==> src/rtl/gpio_bank_pkg.sv <==
package gpio_bank_pkg;

    // Feature groups in address order; the order sets the address map.
    typedef enum logic [2:0] {
        FEAT_LEVEL = 3'd0,
        FEAT_DIR   = 3'd1,
        FEAT_SET   = 3'd2,
        FEAT_CLR   = 3'd3,
        FEAT_RISE  = 3'd4,
        FEAT_FALL  = 3'd5,
        FEAT_STAT  = 3'd6,
        FEAT_ALT   = 3'd7
    } feat_e;

    // Decoded bus address.
    typedef struct packed {
        logic       hit;
        feat_e      feat;
        logic [7:0] word;
    } decode_t;

endpackage

==> src/rtl/gpio_addr_decode.sv <==
module gpio_addr_decode
    import gpio_bank_pkg::*;
#(
    parameter int NUM_PINS = 64,
    parameter int ADDR_W   = 12
) (
    input  logic [ADDR_W-1:0] addr_i,
    output decode_t           dec_o
);
    localparam int unsigned WPF       = NUM_PINS / 32;
    localparam int unsigned ALT_START = 7 * WPF;
    localparam int unsigned TOTAL     = 9 * WPF;

    logic [ADDR_W-3:0] widx;
    int unsigned       wi;

    assign widx = addr_i[ADDR_W-1:2];

    always_comb begin
        wi    = 32'(widx);
        dec_o = '0;
        if (wi < TOTAL) begin
            dec_o.hit = 1'b1;
            if (wi >= ALT_START) begin
                dec_o.feat = FEAT_ALT;
                dec_o.word = 8'(wi - ALT_START);
            end else begin
                dec_o.feat = feat_e'(3'(wi / WPF));
                dec_o.word = 8'(wi % WPF);
            end
        end
    end

endmodule

==> src/rtl/gpio_sync.sv <==
module gpio_sync #(
    parameter int WIDTH = 64
) (
    input  logic             clk_i,
    input  logic             rst_ni,
    input  logic [WIDTH-1:0] d_i,
    output logic [WIDTH-1:0] q_o
);
    typedef struct packed {
        logic [WIDTH-1:0] s1;
        logic [WIDTH-1:0] s2;
    } sync_t;

    sync_t sync_d, sync_q;

    always_comb begin
        sync_d.s1 = d_i;
        sync_d.s2 = sync_q.s1;
    end

    always_ff @(posedge clk_i or negedge rst_ni) begin
        if (!rst_ni) sync_q <= '0;
        else         sync_q <= sync_d;
    end

    assign q_o = sync_q.s2;

endmodule

==> src/rtl/gpio_edge_fwd.sv <==
module gpio_edge_fwd
    import gpio_bank_pkg::*;
(
    input  logic       valid_i,
    input  logic       write_i,
    input  decode_t    dec_i,
    output logic       req_o,
    output logic       we_o,
    output logic [1:0] sel_o,
    output logic [7:0] word_o
);
    always_comb begin
        req_o  = 1'b0;
        sel_o  = 2'd0;
        word_o = dec_i.word;
        we_o   = write_i;
        if (valid_i && dec_i.hit) begin
            unique case (dec_i.feat)
                FEAT_RISE: begin req_o = 1'b1; sel_o = 2'd0; end
                FEAT_FALL: begin req_o = 1'b1; sel_o = 2'd1; end
                FEAT_STAT: begin req_o = 1'b1; sel_o = 2'd2; end
                default:   ;
            endcase
        end
    end

endmodule

==> src/rtl/gpio_bank_ctrl.sv <==
module gpio_bank_ctrl
    import gpio_bank_pkg::*;
#(
    parameter int NUM_PINS = 64,
    parameter int ADDR_W   = 12
) (
    input  logic                  clk_i,
    input  logic                  rst_ni,
    input  logic                  bus_valid_i,
    input  logic                  bus_write_i,
    input  logic [ADDR_W-1:0]     bus_addr_i,
    input  logic [31:0]           bus_wdata_i,
    output logic [31:0]           bus_rdata_o,
    input  logic [NUM_PINS-1:0]   pin_in_i,
    output logic [NUM_PINS-1:0]   pin_out_o,
    output logic [NUM_PINS-1:0]   pin_oe_o,
    output logic [2*NUM_PINS-1:0] alt_sel_o,
    output logic                  edge_req_o,
    output logic                  edge_we_o,
    output logic [1:0]            edge_sel_o,
    output logic [7:0]            edge_word_o,
    output logic [31:0]           edge_wdata_o,
    input  logic [31:0]           edge_rdata_i
);
    localparam int WPF     = NUM_PINS / 32;
    localparam int ALT_WDS = 2 * WPF;

    typedef struct packed {
        logic [NUM_PINS-1:0]   dir;
        logic [NUM_PINS-1:0]   out;
        logic [2*NUM_PINS-1:0] alt;
        logic [31:0]           rdata;
    } state_t;

    state_t              st_d, st_q;
    decode_t             dec;
    logic [NUM_PINS-1:0] level;
    logic                wr_hit, rd_hit;

    gpio_addr_decode #(.NUM_PINS(NUM_PINS), .ADDR_W(ADDR_W)) i_dec (
        .addr_i (bus_addr_i),
        .dec_o  (dec)
    );

    gpio_sync #(.WIDTH(NUM_PINS)) i_sync (
        .clk_i  (clk_i),
        .rst_ni (rst_ni),
        .d_i    (pin_in_i),
        .q_o    (level)
    );

    gpio_edge_fwd i_edge (
        .valid_i (bus_valid_i),
        .write_i (bus_write_i),
        .dec_i   (dec),
        .req_o   (edge_req_o),
        .we_o    (edge_we_o),
        .sel_o   (edge_sel_o),
        .word_o  (edge_word_o)
    );

    assign edge_wdata_o = bus_wdata_i;
    assign wr_hit = bus_valid_i &  bus_write_i & dec.hit;
    assign rd_hit = bus_valid_i & ~bus_write_i & dec.hit;

    always_comb begin
        st_d       = st_q;
        st_d.rdata = '0;

        if (wr_hit) begin
            unique case (dec.feat)
                FEAT_DIR: begin
                    for (int k = 0; k < WPF; k++)
                        if (dec.word == 8'(k)) st_d.dir[k*32 +: 32] = bus_wdata_i;
                end
                FEAT_SET: begin
                    for (int k = 0; k < WPF; k++)
                        if (dec.word == 8'(k))
                            st_d.out[k*32 +: 32] = st_q.out[k*32 +: 32] | bus_wdata_i;
                end
                FEAT_CLR: begin
                    for (int k = 0; k < WPF; k++)
                        if (dec.word == 8'(k))
                            st_d.out[k*32 +: 32] = st_q.out[k*32 +: 32] & ~bus_wdata_i;
                end
                FEAT_ALT: begin
                    for (int k = 0; k < ALT_WDS; k++)
                        if (dec.word == 8'(k)) st_d.alt[k*32 +: 32] = bus_wdata_i;
                end
                default: ;
            endcase
        end

        if (rd_hit) begin
            unique case (dec.feat)
                FEAT_LEVEL: begin
                    for (int k = 0; k < WPF; k++)
                        if (dec.word == 8'(k)) st_d.rdata = level[k*32 +: 32];
                end
                FEAT_DIR: begin
                    for (int k = 0; k < WPF; k++)
                        if (dec.word == 8'(k)) st_d.rdata = st_q.dir[k*32 +: 32];
                end
                FEAT_ALT: begin
                    for (int k = 0; k < ALT_WDS; k++)
                        if (dec.word == 8'(k)) st_d.rdata = st_q.alt[k*32 +: 32];
                end
                FEAT_RISE, FEAT_FALL, FEAT_STAT: st_d.rdata = edge_rdata_i;
                default: st_d.rdata = '0;
            endcase
        end
    end

    always_ff @(posedge clk_i or negedge rst_ni) begin
        if (!rst_ni) st_q <= '0;
        else         st_q <= st_d;
    end

    assign bus_rdata_o = st_q.rdata;
    assign pin_out_o   = st_q.out;
    assign pin_oe_o    = st_q.dir;
    assign alt_sel_o   = st_q.alt;

endmodule

==> config.mk <==
export PLATFORM = sky130hd
export DESIGN_NAME = gpio_bank_ctrl
export DESIGN_NICKNAME = d
export VERILOG_FILES = /design/src/rtl/gpio_bank_pkg.sv /design/src/rtl/gpio_addr_decode.sv /design/src/rtl/gpio_sync.sv /design/src/rtl/gpio_edge_fwd.sv /design/src/rtl/gpio_bank_ctrl.sv
export SDC_FILE = /design/constraint.sdc
export NUM_CORES = 1
export LEC_CHECK = 0
export BUFFER_PORTS_ARGS = -buffer_cell sky130_fd_sc_hd__clkbuf_2
export CAP_MARGIN = 20
export CELL_PAD_IN_SITES_DETAIL_PLACEMENT = 0
export CELL_PAD_IN_SITES_GLOBAL_PLACEMENT = 2
export CORE_UTILIZATION = 36
export DETAILED_ROUTE_END_ITERATION = 10
export PLACE_DENSITY = 0.9
export SLEW_MARGIN = 20
export SYNTH_ARGS = -nofsm -noshare
export SYNTH_HDL_FRONTEND = slang
export SYNTH_SLANG_ARGS = --single-unit
==> constraint.sdc <==
create_clock -name clk_i -period 3.82 [get_ports clk_i]
set_clock_uncertainty 0.05 [all_clocks]
set_input_delay 0.382 -clock clk_i [delete_from_list [all_inputs] [get_ports clk_i]]
set_output_delay 0.382 -clock clk_i [all_outputs]
set_load 0.03 [all_outputs]
After elaboration in Yosys (flattened, before gate mapping) --
Index checks and enable logic that the tools add are counted.
Word-level totals: flip-flop bits (word level) 416, input bits 144, output and inout bits 332, word-level logic and storage cells 72
Cells by class: add/subtract/negate cells 1, $lt $le $gt $ge 2, equal/unequal tests 14, muxes and demuxes 21, bitwise logic cells 10, reduce and logical (&&, ||, !) cells 13
Operators with widths (number):
- $mux 32 | 13
- $pmux 32 s4 | 1
- $pmux 64 s2 | 1
- $and 32x32->32 | 2
- $or 32x32->32 | 2
- $not 32->32 | 1
- $reduce_and 3->1 | 6
- $eq 8x2->1 const B | 2
- $eq 3x3->1 const B | 4
- $mux 12 | 1
- $mux 11 | 1
- $ge 10x4->1 const B | 1
- $lt 10x5->1 const B | 1
- $eq 8x1->1 const B | 1
- $logic_not 8->1 | 1
- $ne 2x2->1 const B | 4
- $reduce_and 4->1 | 2
- $sub 8x4->8 const B | 1
- $eq 3x2->1 const B | 2
- $and 1x1->1 | 4
- $pmux 2 s2 | 1
- $eq 3x1->1 const B | 1
- $logic_not 3->1 | 1
- $reduce_or 3->1 | 1
- 5 further kinds | 6

Longest topological paths before layout --
word-level depth 10, depth in mapped cells 10, depth with buffers taken out 6

Cells and area by module --
Synthesis repeated with hierarchy kept, for this count alone.
Second synthesis, totals: cells, all modules 1354, area, all modules 17688.2 sq um
By module, submodules not included:
- gpio_bank_ctrl | instances 1, cells an instance 1183, area each 14173.6 sq um, seq. area each 7206.9 sq um
- gpio_sync | instances 1, cells an instance 128, area each 3203.1 sq um, seq. area each 3203.1 sq um
- gpio_addr_decode | instances 1, cells an instance 30, area each 203.9 sq um, seq. area each 0.0 sq um
- gpio_edge_fwd | instances 1, cells an instance 13, area each 107.6 sq um, seq. area each 0.0 sq um

Worst setup path before layout --
OpenSTA, ideal clock, no wires.
path kind input to output, from in bus_addr_i[5], to out edge_word_o[5], arrival 2.080 ns, data required time 3.388 ns, setup slack 1.308 ns, cell stages on the path 6, buffers on the path 2, cells stage by stage buf_2 -> o31ai_2 -> and3_1 -> buf_4 -> nand2_1 -> a211oi_1
Between the ends: longest elaborated chain between the ends 3, elaborated cells on any way between the ends 5, classes of those cells add/sub: 1; order compare: 2; mux: 2
RTL lines:
- from (decl) | line gpio_bank_ctrl.sv:11 | input logic [ADDR_W-1:0] bus_addr_i,
- $sub 8x4->8 or $ge 10x4->1 (tied branches) | line gpio_addr_decode.sv:26, gpio_addr_decode.sv:24
- $mux 11 | line gpio_addr_decode.sv:24 | if (wi >= ALT_START) begin
- $mux 12 (*) | line gpio_addr_decode.sv:22 | if (wi < TOTAL) begin
- to (decl) | line gpio_bank_ctrl.sv:21 | output logic [7:0] edge_word_o,
Every way passes the cells marked *; elsewhere a longest branch is shown, timed or not.

Final worst setup path --
from in bus_addr_i[4], to out edge_word_o[5]
Same word-level chain as after synthesis.

==> impl_metrics.json <==
{
  "setup_viol": 0,
  "synth_seq_cells": 416,
  "port_buffers": 473,
  "dpl.hpwl_um": 43300,
  "power_leakage_uw": 0.0108,
  "postRouteAntennaNets": 0,
  "synth_top_area_cell": "dfrtp_1",
  "drt_iter0_markers": 1143,
  "wl_per_cell_um": 25.7,
  "finalWirelength_um": 62100,
  "routabilityCongestion": 0.888,
  "worst-path-stages": 8,
  "ys_async_sr_fraction_pct": 100,
  "clkTransAtPathRegs_ns": 0.06,
  "syn_to_final_growth_pct": 29.5,
  "synth-seq-area-share_pct": 61.3,
  "r2r_slack_ns": 2.14,
  "antenna_found_initial": 2,
  "drc": 0,
  "clk-insertion-delay-late_ns": 0.59,
  "grt_pass1_vias": 13400,
  "reg2reg_from": "pin_oe_o[3]",
  "ctsResizeCount": 0,
  "ys_warn_count": 0,
  "ys_types": 54,
  "hold_path_class": "input pin to flop",
  "tightest_slew_ns": 1.13,
  "cts_buffers": 45,
  "dr.pass1.iters": 8,
  "final_hold_viol_count": 0,
  "grt_pass1_wl_um": 89500,
  "slowest_stage": "ha_1",
  "arrival_ns": 2.70,
  "power_density_nw_per_um2": 445,
  "vias": 13400,
  "finalCriticalPeriod_ns": 3.14,
  "fmax_mhz": 319,
  "final_util_pct": 47.3,
  "path_class": "input pin to output pin",
  "reg2reg_depth": 4,
  "p_total_uw": 9800,
  "grt_overflow": 0,
  "drv_cap": 0,
  "r2r_end": "bus_rdata_o[3]",
  "placed_cells": 2271,
  "avgSynthCellArea_um2": 12.9,
  "pre_cts_slack_ns": 0.353,
  "synth-edff-count": 0,
  "worstPathCellList": "clkbuf_2 > ha_1 > nand3b_1 > nand4_2 > buf_4 > nand2_1 > a211oi_1 > clkbuf_2",
  "gr-usage-all-layers_pct": 25.5,
  "finalCritPeriodShare_pct": 82.1,
  "core_um2": 46600,
  "path_buf_inv": 3,
  "crit_start": "bus_addr_i[4]",
  "critPathLaunchType": "input pin",
  "ys_top_cells_by_area": "dfrtp_1 (61%), mux2_2 (12%), a31oi_1 (3.5%)",
  "final_layout_size_suffix_gt1_share_pct": 43.9,
  "syn_inst": 1312,
  "start_util_pct": 36.5,
  "die_h_um": 219,
  "die_w_um": 219,
  "netlist_area_um2": 17000,
  "finalWorstSetupSlack_ns": 0.683,
  "synth_nets": 1457,
  "required_ns": 3.39,
  "finalSetupTns_ns": 0,
  "synth_ff_type": "dfrtp_1",
  "grt_max_degree": 111,
  "clock-sinks": 416,
  "outcome": "completed",
  "worstSetupEndpoint": "edge_word_o[5]",
  "synth_top_area_share_pct": 61.3,
  "clockBufferDepth": 3,
  "crit_family": "buffers and inverters",
  "cp-end-kind": "output pin",
  "nets": 1921,
  "peakVddDrop_mv": 0.319,
  "clockRootBuffer": "clkbuf_16",
  "pin_count": 476,
  "slew_headroom_pct": 24.4,
  "rsz0062_at_grt": "false",
  "slowest_delay_ns": 0.36,
  "detail_route.vias_per_cell": 5.55,
  "slew_violations": 0,
  "nFillCells": 4200,
  "n_antenna_cell": 0,
  "cts_tree": "built",
  "std_cell_rows": 79,
  "die_area_um2": 48100,
  "critPathMaxFanout": 17,
  "cp_common_cell": "clkbuf_2",
  "cts_max_level": 2,
  "final_cells": 2420
}
[per-layer routing]
metal	global-route usage (%)	vias up	part of all wire [%]
met5	0	-	0.021
met4	9.47	2	3.2
met3	5.29	107	6.6
met2	39.9	543	47
met1	34.8	6940	43
li1	-	5838	-
[kinds of logic after synthesis]
group / after synthesis / synth area share [%]
and+or+nand+nor: 172 / 5.63
xor gates and xnor gates: 2 / 0.103
adders and majority gates: 1 / 0.0736
DFF: 416 / 61.3
AOI/OAI and AO/OA: 350 / 15.1
buffers and inverters: 179 / 5.10
muxes: 192 / 12.7
[worst reg2reg max path: stages (launching register included)]
cell       delay (ns)
dfrtp_1          0.40
a22oi_1          0.25
o2bb2ai_1        0.12
a221oi_1         0.57
o211ai_1         0.15
[layout make-up]
class                           instances  area, um^2  area share [%]
Timing Repair Buffer                  588        3470            15.8
Tap cell                              607         759            3.45
Clock inverter                         20         235            1.07
Clock buffer                           64        1320            5.99
Inverter                                8        30.0           0.136
Sequential cell                       416       10400            47.3
Multi-Input combinational cell        717        5790            26.3
[cell usage after synthesis (3+ instances only)]
cell type  count
o2bb2ai_1     16
mux2_2       174
o2111a_1       8
o2111ai_1      8
a21boi_0       9
nor2_1        66
dfrtp_1      416
a22o_1        10
mux2_1        18
a32o_1         6
nor4_1         8
nand3_1        5
a22oi_1       22
clkbuf_1      94
and4_1         3
a21oi_1       54
nor2b_1        3
nor3_1         4
nand4_1       26
inv_1          8
o21ai_0       14
nor3b_1        3
o211ai_1      28
nand2_1       10
buf_2         35
and3_1        10
o221ai_1      38
a31oi_1       96
buf_4         40
and2_1        18
a221oi_1      30
[worst min path at each step]
| stage | cells after the start | endpoint | from | slack, ns |
|---|---|---|---|---|
| global route | 4 | bus_rdata_o[26] | edge_rdata_i[26] | 0.12 |
| floorplan | 0 | asynchronous set/reset pin | rst_ni | 0.04 |
| detailed placement | 0 | i_sync.q_o[36] | i_sync.sync_d[36] | 0.28 |
| CTS | 4 | bus_rdata_o[26] | edge_rdata_i[26] | 0.09 |
| global placement | 0 | i_sync.q_o[63] | i_sync.sync_d[63] | 0.28 |
| finish | 4 | bus_rdata_o[26] | edge_rdata_i[26] | 0.12 |
[power breakdown]
group          internal [uW]  switching, uW
combinational            219            482
clock                   2690           1840
sequential              4520           53.8
total                   7430           2370
[stage by stage]
step	cell area, um^2	hold WS (ns)
floorplan	17000	0.0364
global placement	19800	0.285
detailed placement	19800	0.285
CTS	22000	0.0883
global route	22000	0.121
finish	22000	0.120
[cell usage in the layout, fill, tap and decap left out, types with 3 or more instances in the layout]
cell	n
buf_4	45
nor4_1	8
mux2_2	174
dfrtp_1	416
o2bb2ai_1	16
a31oi_1	96
dlygate4sd3_1	65
mux2_1	18
o21ai_0	14
clkbuf_16	45
a32o_1	6
clkbuf_2	472
bufinv_16	4
nand2_1	10
o211ai_1	28
a221oi_1	30
a22o_1	10
and2_1	17
nand3_1	5
clkbuf_1	7
buf_12	5
o2111ai_1	8
o2111a_1	8
a22oi_1	22
inv_1	8
nand4_1	26
a21boi_0	8
a21oi_1	54
and3_1	9
nor3b_1	3
o221ai_1	38
clkinv_2	9
nor2_1	64
clkbuf_8	12
[repair_timing]
item | CTS | global route
setup buffers | 0 | 0
hold buffers | 65 | 0
hold endpoints to repair | 168 | 0
(Power assumes the default switching activity.)
